===== config.mk =====
export PLATFORM = sky130hd
export DESIGN_NAME = ucnt_bank
export DESIGN_NICKNAME = d
export VERILOG_FILES = /design/src/rtl/ucnt_pkg.sv /design/src/rtl/ucnt_counter.sv /design/src/rtl/ucnt_readport.sv /design/src/rtl/ucnt_bank.sv
export SDC_FILE = /design/constraint.sdc
export NUM_CORES = 1
export LEC_CHECK = 0
export BUFFER_PORTS_ARGS = -buffer_cell sky130_fd_sc_hd__buf_2
export CORE_ASPECT_RATIO = 0.9
export CORE_MARGIN = 2
export CORE_UTILIZATION = 45
export DETAILED_ROUTE_END_ITERATION = 8
export PLACE_DENSITY_LB_ADDON = 0.3
export SYNTH_ARGS = -nofsm -noshare
export SYNTH_HDL_FRONTEND = slang
export SYNTH_SLANG_ARGS = --single-unit

===== constraint.sdc =====
create_clock -name clk -period 7 [get_ports clk]
set_clock_uncertainty 0.15 [all_clocks]
set_input_delay 1.4 -clock clk [delete_from_list [all_inputs] [get_ports clk]]
set_output_delay 1.4 -clock clk [all_outputs]
set_load 0.005 [all_outputs]

===== src/rtl/ucnt_pkg.sv =====
package ucnt_pkg;

    localparam int CNT_W = 64;

    localparam logic [11:0] A_CYC_LO  = 12'hC00;
    localparam logic [11:0] A_TIME_LO = 12'hC01;
    localparam logic [11:0] A_INST_LO = 12'hC02;
    localparam logic [11:0] A_CYC_HI  = 12'hC80;
    localparam logic [11:0] A_TIME_HI = 12'hC81;
    localparam logic [11:0] A_INST_HI = 12'hC82;

    typedef enum logic [1:0] {
        SEL_CYCLE   = 2'd0,
        SEL_TIME    = 2'd1,
        SEL_INSTRET = 2'd2
    } cnt_sel_e;

    typedef struct packed {
        logic     legal;
        logic     hi;
        cnt_sel_e sel;
    } csr_dec_t;

    // Bit 7 picks the upper half; bits 1:0 pick the counter.
    function automatic csr_dec_t decode_csr(input logic [11:0] a, input logic wide);
        csr_dec_t d;
        logic     base_ok;
        base_ok = (a[11:8] == 4'hC) && (a[6:2] == 5'd0) && (a[1:0] != 2'd3);
        d.hi    = a[7];
        d.sel   = cnt_sel_e'(a[1:0]);
        d.legal = base_ok && !(wide && a[7]);
        return d;
    endfunction

endpackage


===== src/rtl/ucnt_counter.sv =====
module ucnt_counter #(
    parameter int XLEN = 32,
    parameter int CW   = 64
) (
    input  logic            clk,
    input  logic            rst,
    input  logic            inc,
    input  logic            wr_lo,
    input  logic            wr_hi,
    input  logic [XLEN-1:0] wdata,
    output logic [CW-1:0]   value
);
    localparam int HALF = CW / 2;

    logic [CW-1:0] bumped;
    logic [CW-1:0] nxt;

    // Increment first; a write then overrides the selected part.
    assign bumped = value + {{(CW-1){1'b0}}, inc};

    generate
        if (XLEN >= CW) begin : g_full
            always_comb begin
                nxt = bumped;
                if (wr_lo || wr_hi) nxt = wdata[CW-1:0];
            end
        end else begin : g_split
            always_comb begin
                nxt = bumped;
                if (wr_lo) nxt = {bumped[CW-1:HALF], wdata[HALF-1:0]};
                if (wr_hi) nxt = {wdata[HALF-1:0], bumped[HALF-1:0]};
            end
        end
    endgenerate

    always_ff @(posedge clk) begin
        if (rst) value <= '0;
        else     value <= nxt;
    end
endmodule


===== src/rtl/ucnt_readport.sv =====
module ucnt_readport
    import ucnt_pkg::*;
#(
    parameter int XLEN = 32,
    parameter int CW   = 64
) (
    input  logic            clk,
    input  logic            rst,
    input  logic            rd,
    input  logic            wr,
    input  csr_dec_t        dec,
    input  logic [CW-1:0]   v_cyc,
    input  logic [CW-1:0]   v_time,
    input  logic [CW-1:0]   v_inst,
    output logic [XLEN-1:0] rdata,
    output logic            illegal
);
    localparam int HALF = CW / 2;

    logic [CW-1:0]   picked;
    logic [XLEN-1:0] shaped;

    always_comb begin
        unique case (dec.sel)
            SEL_CYCLE: picked = v_cyc;
            SEL_TIME:  picked = v_time;
            default:   picked = v_inst;
        endcase
    end

    generate
        if (XLEN >= CW) begin : g_full
            assign shaped = picked[XLEN-1:0];
        end else begin : g_split
            assign shaped = dec.hi ? picked[CW-1:HALF] : picked[HALF-1:0];
        end
    endgenerate

    // Registered: captures counters as they stood before this edge.
    always_ff @(posedge clk) begin
        if (rst) begin
            rdata   <= '0;
            illegal <= 1'b0;
        end else begin
            rdata   <= (rd && dec.legal) ? shaped : '0;
            illegal <= (rd || wr) && !dec.legal;
        end
    end
endmodule


===== src/rtl/ucnt_bank.sv =====
module ucnt_bank
    import ucnt_pkg::*;
#(
    parameter int XLEN = 32
) (
    input  logic            clk,
    input  logic            rst,
    input  logic            rt_tick,
    input  logic            retire,
    input  logic            csr_rd,
    input  logic            csr_wr,
    input  logic [11:0]     csr_addr,
    input  logic [XLEN-1:0] csr_wdata,
    output logic [XLEN-1:0] csr_rdata,
    output logic            csr_illegal
);
    localparam int  NCNT = 3;
    localparam logic WIDE = (XLEN >= CNT_W);

    csr_dec_t          dec;
    logic [NCNT-1:0]   inc_vec;
    logic [CNT_W-1:0]  val [NCNT];

    assign dec     = decode_csr(csr_addr, WIDE);
    assign inc_vec = {retire, rt_tick, 1'b1};

    generate
        for (genvar i = 0; i < NCNT; i++) begin : g_cnt
            logic hit;
            assign hit = csr_wr && dec.legal && (dec.sel == cnt_sel_e'(i));
            ucnt_counter #(.XLEN(XLEN), .CW(CNT_W)) u_cnt (
                .clk   (clk),
                .rst   (rst),
                .inc   (inc_vec[i]),
                .wr_lo (hit && !dec.hi),
                .wr_hi (hit && dec.hi),
                .wdata (csr_wdata),
                .value (val[i])
            );
        end
    endgenerate

    ucnt_readport #(.XLEN(XLEN), .CW(CNT_W)) u_rport (
        .clk     (clk),
        .rst     (rst),
        .rd      (csr_rd),
        .wr      (csr_wr),
        .dec     (dec),
        .v_cyc   (val[0]),
        .v_time  (val[1]),
        .v_inst  (val[2]),
        .rdata   (csr_rdata),
        .illegal (csr_illegal)
    );
endmodule


==> flow_metrics.tcl, run 1 <==
set metrics [dict create \
    cp_num_buf_inv 1 \
    cp_top_family "simple AND/OR/NAND/NOR gates" \
    clock_path_buffers 3 \
    worstPathCellList "buf_2 -> ha_1 -> ha_1 -> and3_1 -> nand4_2 -> or4_1 -> or4_1 -> a311oi_1" \
    worstRegToRegCells 6 \
    dr.pass1.iters 6 \
    cts.sinks 225 \
    relSlewSlack_pct 14.64 \
    fmax_mhz 259.7 \
    r2r-end "g_cnt[0].u_cnt.value[60]" \
    multi_input_area_um2 8602 \
    grt-busiest-layer "met2" \
    endpoint "g_cnt[1].u_cnt.value[58]" \
    die_w_um 187.6 \
    synth_cells 1625 \
    met1_usage_pct 40.88 \
    whs_ns 0.3762 \
    grt_pass1_vias 11770 \
    cp_slowest_stage_delay_ns 0.82 \
    p_leak_uw 0.005052 \
    ys_async_sr_fraction_pct 0 \
    placement.io_buffers 82 \
    core-area_um2 29880 \
    crit_arrival_ns 4.13 \
    cp_max_fo 16 \
    tns_ns 0 \
    cts_hold_buf 0 \
    tightest_slew_ns 1.263 \
    synthFlopType "dfxtp_1" \
    powerDensity_nw_per_um2 188.0 \
    status "finished clean" \
    fp.dieH_um 169.3 \
    synth_area_leaders "dfxtp_1 33%, a211oi_1 5.7%, mux4_2 5.1%, mux2_2 4.6%, nor2_1 4.6%" \
    cp_slowest_cell "or4_1" \
    h-tree-depth 1 \
    dieArea_um2 31760 \
    grt_pass1_wl_um 70930 \
    cts-root-buf "clkbuf_16" \
    area_growth_pct 10.91 \
    io_pins 83 \
    grt-ovfl-total 0 \
    post_cts_resized 0 \
    synth.net_count 1680 \
    crit_type "primary input to flip-flop" \
    drive_gt1_share_pct 15.66 \
    endpoint_kind "flip-flop" \
    ant_nets 0 \
    drv_slew 0 \
    period_share_pct 55.01 \
    wirelength_um 46470 \
    insertion_delay_ns 0.55 \
    layout.nets 1676 \
    n_fill_cell 2885 \
    startpoint_type "primary input" \
    antenna_found_initial 2 \
    synth-edff-count 0 \
    cts_buffers 26 \
    path_clk_slew_ns 0.06 \
    max-vdd-ir-drop_mv 0.2003 \
    yosys_warnings 0 \
    crit_cells 8 \
    ys_seq_area_share_pct 32.98 \
    syn-cell-area_um2 13660 \
    synth_area_leader_cell "dfxtp_1" \
    drc 0 \
    yosysMostFrequentCell "dfxtp_1" \
    wl_per_cell_um 22.71 \
    initial_utilization_pct 45.71 \
    synthTopCellsByCount "225 x dfxtp_1, 166 x nor2_1, 123 x clkbuf_1, 123 x nand3_1, 104 x a211oi_1" \
    critical_path.startpoint "rt_tick" \
    finalHoldViolCount 0 \
    placementRows 60 \
    global_route.usage.met2_pct 42.40 \
    finalCriticalPeriod_ns 3.851 \
    gp_congestion 0.9853 \
    post_cts_buffers 0 \
    rsz0062_at_grt "no" \
    ys_ff_latch 225 \
    cap_viol_max_count 0 \
    hp-class "flip-flop to flip-flop" \
    drtIter0Drc 1645 \
    cts_tree "yes" \
    seq_area_um2 4504 \
    routed_via_density 6.477 \
    setup_violations 0 \
    synth_top_cell_area_share_pct 32.98 \
    dp_hpwl_um 33160 \
    grt_max_degree 103 \
    r2r_start "g_cnt[0].u_cnt.value[0]" \
    synth.distinct_cells 59 \
    use_met3_pct 7.155 \
    critPathRequiredTime_ns 7.28 \
    syn_area_per_cell_um2 8.405 \
    ff2ff_setup_slack_ns 3.41 \
    grt.total_usage_pct 28.54 \
    via_count 13250 \
]
stage by stage:
stage	total power [uW]	utilization [%]	cell area, um2	cells	setup slack [ns]
floorplan	1389	-	13660	1625	3.079
global placement	1452	47.75	14270	1996	2.719
detailed placement	1453	47.75	14270	1996	2.618
CTS	2857	50.68	15140	2044	3.174
global route	2917	50.68	15140	2044	2.958
finish	2848	50.70	15150	2046	3.149
logic make-up after synthesis:
family                   after synthesis  synth area share, %
AO/OA/AOI/OAI                        254                13.77
XOR/XNOR                             105                6.733
adder cells (fa/ha/maj)                5               0.4580
buffers and inverters                160                4.489
flip-flops                           225                32.98
multiplexers                         100                10.80
AND/OR/NAND/NOR                      776                30.77
cell type report:
type                    count  share of cell area (%)
repair buffers            100                   3.643
inverters                  28                  0.6938
multi-input cells        1240                   56.79
well taps                 403                   3.329
diodes                      2                 0.03304
clock inverters            11                  0.8755
clock buffers              37                   4.906
flip-flops and latches    225                   29.73
power breakdown:
group / switching [uW] / internal [uW]
clock network: 571 / 847
logic: 99.5 / 39.9
registers: 5.23 / 1280
worst register-to-register path, stage by stage (launching register included):
cell and delay (ns):
dfxtp_1 0.43, ha_1 0.22, nand3_1 0.21, nor4_4 0.83, nand3_1 0.72, or4_1 0.67, a311oi_1 0.26
state kept, by name (all words and copies together), names as in the netlist:
signal,cells
u_rport.illegal,1
g_cnt.u_cnt.value,192
u_rport.rdata,32
per-layer routing:
layer	up-vias	wire [um]
met4	2	1301
met1	6346	20040
li1	6138	-
met2	667	19680
met3	99	5439
met5	-	13
cells in the final DEF, fill, tap and decap left out, drive strengths merged, types with 6 or more instances in the layout:
| master | n |
|---|---|
| and4 | 39 |
| mux4 | 32 |
| a211oi | 104 |
| nor2 | 166 |
| mux2 | 56 |
| and2 | 47 |
| o2111ai | 10 |
| dfxtp | 225 |
| and3 | 42 |
| nor2b | 6 |
| nor4 | 37 |
| nand3 | 123 |
| xnor2 | 57 |
| inv | 28 |
| nor3 | 71 |
| o21ai | 38 |
| xor2 | 48 |
| or4 | 35 |
| nand4 | 81 |
| a2111o | 7 |
| clkinv | 7 |
| a31oi | 6 |
| mux2i | 12 |
| nand3b | 6 |
| o31ai | 23 |
| a311oi | 32 |
| o211ai | 8 |
| or3 | 14 |
| buf | 100 |
| clkbuf | 37 |
| a21oi | 12 |
| nand2 | 91 |
worst min-delay path by stage:
| stage | start | to | slack, ns | cells past startpoint |
|---|---|---|---|---|
| 2_1_floorplan | g_cnt[2].u_cnt.value[61] | g_cnt[2].u_cnt.value[61] | 0.33 | 2 |
| 4_1_cts | g_cnt[0].u_cnt.value[46] | g_cnt[0].u_cnt.value[46] | 0.37 | 2 |
| 5_1_grt | g_cnt[0].u_cnt.value[46] | g_cnt[0].u_cnt.value[46] | 0.40 | 2 |
| 6_report | g_cnt[0].u_cnt.value[46] | g_cnt[0].u_cnt.value[46] | 0.38 | 2 |
| 3_5_place_dp | g_cnt[0].u_cnt.value[46] | g_cnt[0].u_cnt.value[46] | 0.36 | 2 |
| 3_3_place_gp | g_cnt[0].u_cnt.value[46] | g_cnt[0].u_cnt.value[46] | 0.35 | 2 |
Power figures use the tool's default switching activity.
==> run 2, diff against run 1 <==
--- a/config.mk
+++ b/config.mk
@@ -5,6 +5,7 @@
 export SDC_FILE = /design/constraint.sdc
 export NUM_CORES = 1
 export LEC_CHECK = 0
+export ABC_AREA = 1
 export BUFFER_PORTS_ARGS = -buffer_cell sky130_fd_sc_hd__buf_2
 export CORE_ASPECT_RATIO = 0.9
 export CORE_MARGIN = 2
==> constraint.sdc (replaced) <==
create_clock -name clk -period 3.8 [get_ports clk]
set_clock_uncertainty 0.15 [all_clocks]
set_input_delay 0.76 -clock clk [delete_from_list [all_inputs] [get_ports clk]]
set_output_delay 0.76 -clock clk [all_outputs]
set_load 0.005 [all_outputs]
==> flow_metrics.tcl, run 2 <==
set metrics [dict create \
    status "finished clean" \
    synthFlopType "dfxtp_1" \
    final_common_cell "nand2_1" \
    crit_arrival_ns 2.91 \
    cts_buffers 27 \
    p_int_uw 4168 \
    tns_ns 0 \
    layout.nets 2942 \
    core-area_um2 34970 \
    wl_per_cell_um 24.56 \
    insertion_delay_ns 0.58 \
    yosys_warnings 0 \
    drc 0 \
    ys_ff_latch 225 \
    startpoint_type "primary input" \
    power_frac_clock_pct 51.1 \
    hp-class "primary input to flip-flop" \
    die_w_um 202.4 \
    synth_compound_area_share_pct 11.55 \
    ys_seq_area_share_pct 28.25 \
    drv_slew 0 \
    gp_congestion 1.098 \
    dp_hpwl_um 65570 \
    finalHoldViolCount 0 \
    power_frac_comb_pct 7.0 \
    via_count 19640 \
    grt_max_degree 103 \
    regMostFlops "g_cnt.u_cnt.value" \
    sequentialPowerShare_pct 42.0 \
    synthSimpleGateAreaFrac_pct 43.77 \
    n_fill_cell 3857 \
    syn-cell-area_um2 15940 \
    yosysMostFrequentCell "nand2_1" \
    synth.net_count 2888 \
    path_clk_slew_ns 0.07 \
    finalNonFillerCells 3381 \
    cts_hold_buf 0 \
    crit_type "primary input to flip-flop" \
    reg_top3 "g_cnt.u_cnt.value x192, u_rport.rdata x32, u_rport.illegal x1" \
    tightest_slew_ns 0.9215 \
    synth_top_family_by_area "simple AND/OR/NAND/NOR gates" \
    dr.pass1.iters 6 \
    cp_num_buf_inv 2 \
    critPathRequiredTime_ns 4.08 \
    cp_top_family "simple AND/OR/NAND/NOR gates" \
    netSwitchingPower_uw 1493 \
    h-tree-depth 1 \
    setup_violations 0 \
    relSlewSlack_pct 38.57 \
    synth_area_leaders "dfxtp_1 28%, nand2_1 18%, nor2_1 15%, inv_1 9.1%, nand3_1 5.6%" \
    post_cts_resized 0 \
    clock_path_buffers 3 \
    cp_slowest_cell "nand3_2" \
    fmax_mhz 379.8 \
    cp_max_fo 24 \
    antenna_found_initial 5 \
    finalCriticalPeriod_ns 2.633 \
    cts.sinks 225 \
    period_share_pct 69.29 \
    endpoint_kind "flip-flop" \
    rsz0062_at_grt "no" \
    area_growth_pct 11.48 \
    placement.io_buffers 82 \
    synth_cells 2833 \
    synth_top_cell_area_share_pct 28.25 \
    placedCellCount 3327 \
    seq_area_um2 4504 \
    grt_pass1_wl_um 118500 \
    cts_tree "yes" \
    cp_slowest_stage_delay_ns 0.64 \
    grt.total_usage_pct 44.00 \
    p_leak_uw 0.007661 \
    p_sw_share_pct 26.37 \
    synth_adder_area_share_pct 0.3924 \
    drive_gt1_share_pct 6.327 \
    synthXorXnorAreaFrac_pct 4.395 \
    synthMuxAreaShare_pct 0 \
    multi_input_area_um2 9588 \
    synthTopCellsByCount "780 x nand2_1, 645 x nor2_1, 387 x inv_1" \
    grt_pass1_vias 18260 \
    fp.dieH_um 182.6 \
    cts-root-buf "clkbuf_16" \
    placementRows 65 \
    initial_utilization_pct 45.59 \
    final_util_pct 50.82 \
    p_total_uw 5660 \
    io_pins 83 \
    synth_area_leader_cell "dfxtp_1" \
    syn_area_per_cell_um2 5.628 \
    grt-ovfl-total 0 \
    worstPathCellList "buf_2 -> nand2_1 -> nand2_2 -> nor3_4 -> buf_4 -> nand3_2 -> a211oi_1" \
    cap_viol_max_count 0 \
    ys_async_sr_fraction_pct 0 \
    ant_nets 0 \
    powerDensity_nw_per_um2 318.5 \
    post_cts_buffers 0 \
    routed_via_density 5.810 \
    drtIter0Drc 2881 \
    dieArea_um2 36950 \
    wirelength_um 83040 \
    mostFrequentLayoutCells "780 x nand2_1, 643 x nor2_1, 386 x inv_1" \
    max-vdd-ir-drop_mv 0.3370 \
    synth-edff-count 0 \
    synth.distinct_cells 36 \
    largest_reg_flops 192 \
]
[run 2: layer usage]
metal | part of all wire (%) | global-route usage (%) | vias to the layer above
met2 | 40 | 65.49 | 1377
li1 | - | - | 8998
met1 | 38 | 55.52 | 8973
met5 | 0.016 | 0 | -
met3 | 13 | 12.95 | 293
met4 | 7.9 | 28.12 | 2
[run 2: cell families (layout without fill, tap and decap cells)]
kind of cell,after synthesis,count (layout)
AOI/OAI and AO/OA,331,331
and+or+nand+nor,1713,1713
DFF,225,225
xor gates and xnor gates,80,80
buffers and inverters,479,554
adders and majority gates,5,5
other,0,4
[run 2: final timing paths]
check	from	to	slack [ns]	cells past startpoint
worst min register to register	g_cnt[2].u_cnt.value[63]	g_cnt[2].u_cnt.value[63]	0.42	4
worst max-delay path	csr_addr[1]	u_rport.rdata[8]	1.17	7
worst max register to register	g_cnt[1].u_cnt.value[0]	g_cnt[1].u_cnt.value[61]	1.18	10
worst min-delay path	csr_rd	u_rport.illegal	0.33	3
[run 2: power groups by stage]
stage	Combinational [uW]	Sequential (uW)	Clock (uW)
finish	394	2380	2890
global route	394	2380	2960
CTS	362	2380	2890
detailed placement	360	2430	0
global placement	360	2430	0
floorplan	173	2430	0
[run 2: worst min-delay path, delay by kind of cell]
kind                   cells  cell delay [ns]
AO/OA/AOI/OAI              1             0.07
buffers and inverters      1             0.10
AND/OR/NAND/NOR            1             0.09
[run 2: final cells by class]
type / count / area share, %
Sequential cell: 225 / 25.34
Multi-Input combinational cell: 2129 / 53.95
Inverter: 392 / 8.279
Clock inverter: 11 / 0.9644
Antenna cell: 4 / 0.05632
Timing Repair Buffer: 112 / 3.661
Clock buffer: 39 / 4.449
Tap cell: 469 / 3.302
[run 2: through the flow]
stage / hold WS, ns / instance area, um2 / setup WS, ns
floorplan: 0.3367 / 15940 / 1.434
detailed placement: 0.4029 / 16800 / 0.7452
finish: 0.3277 / 17770 / 1.167
global placement: 0.3905 / 16800 / 0.7248
CTS: 0.3165 / 17760 / 1.294
global route: 0.3536 / 17760 / 1.133
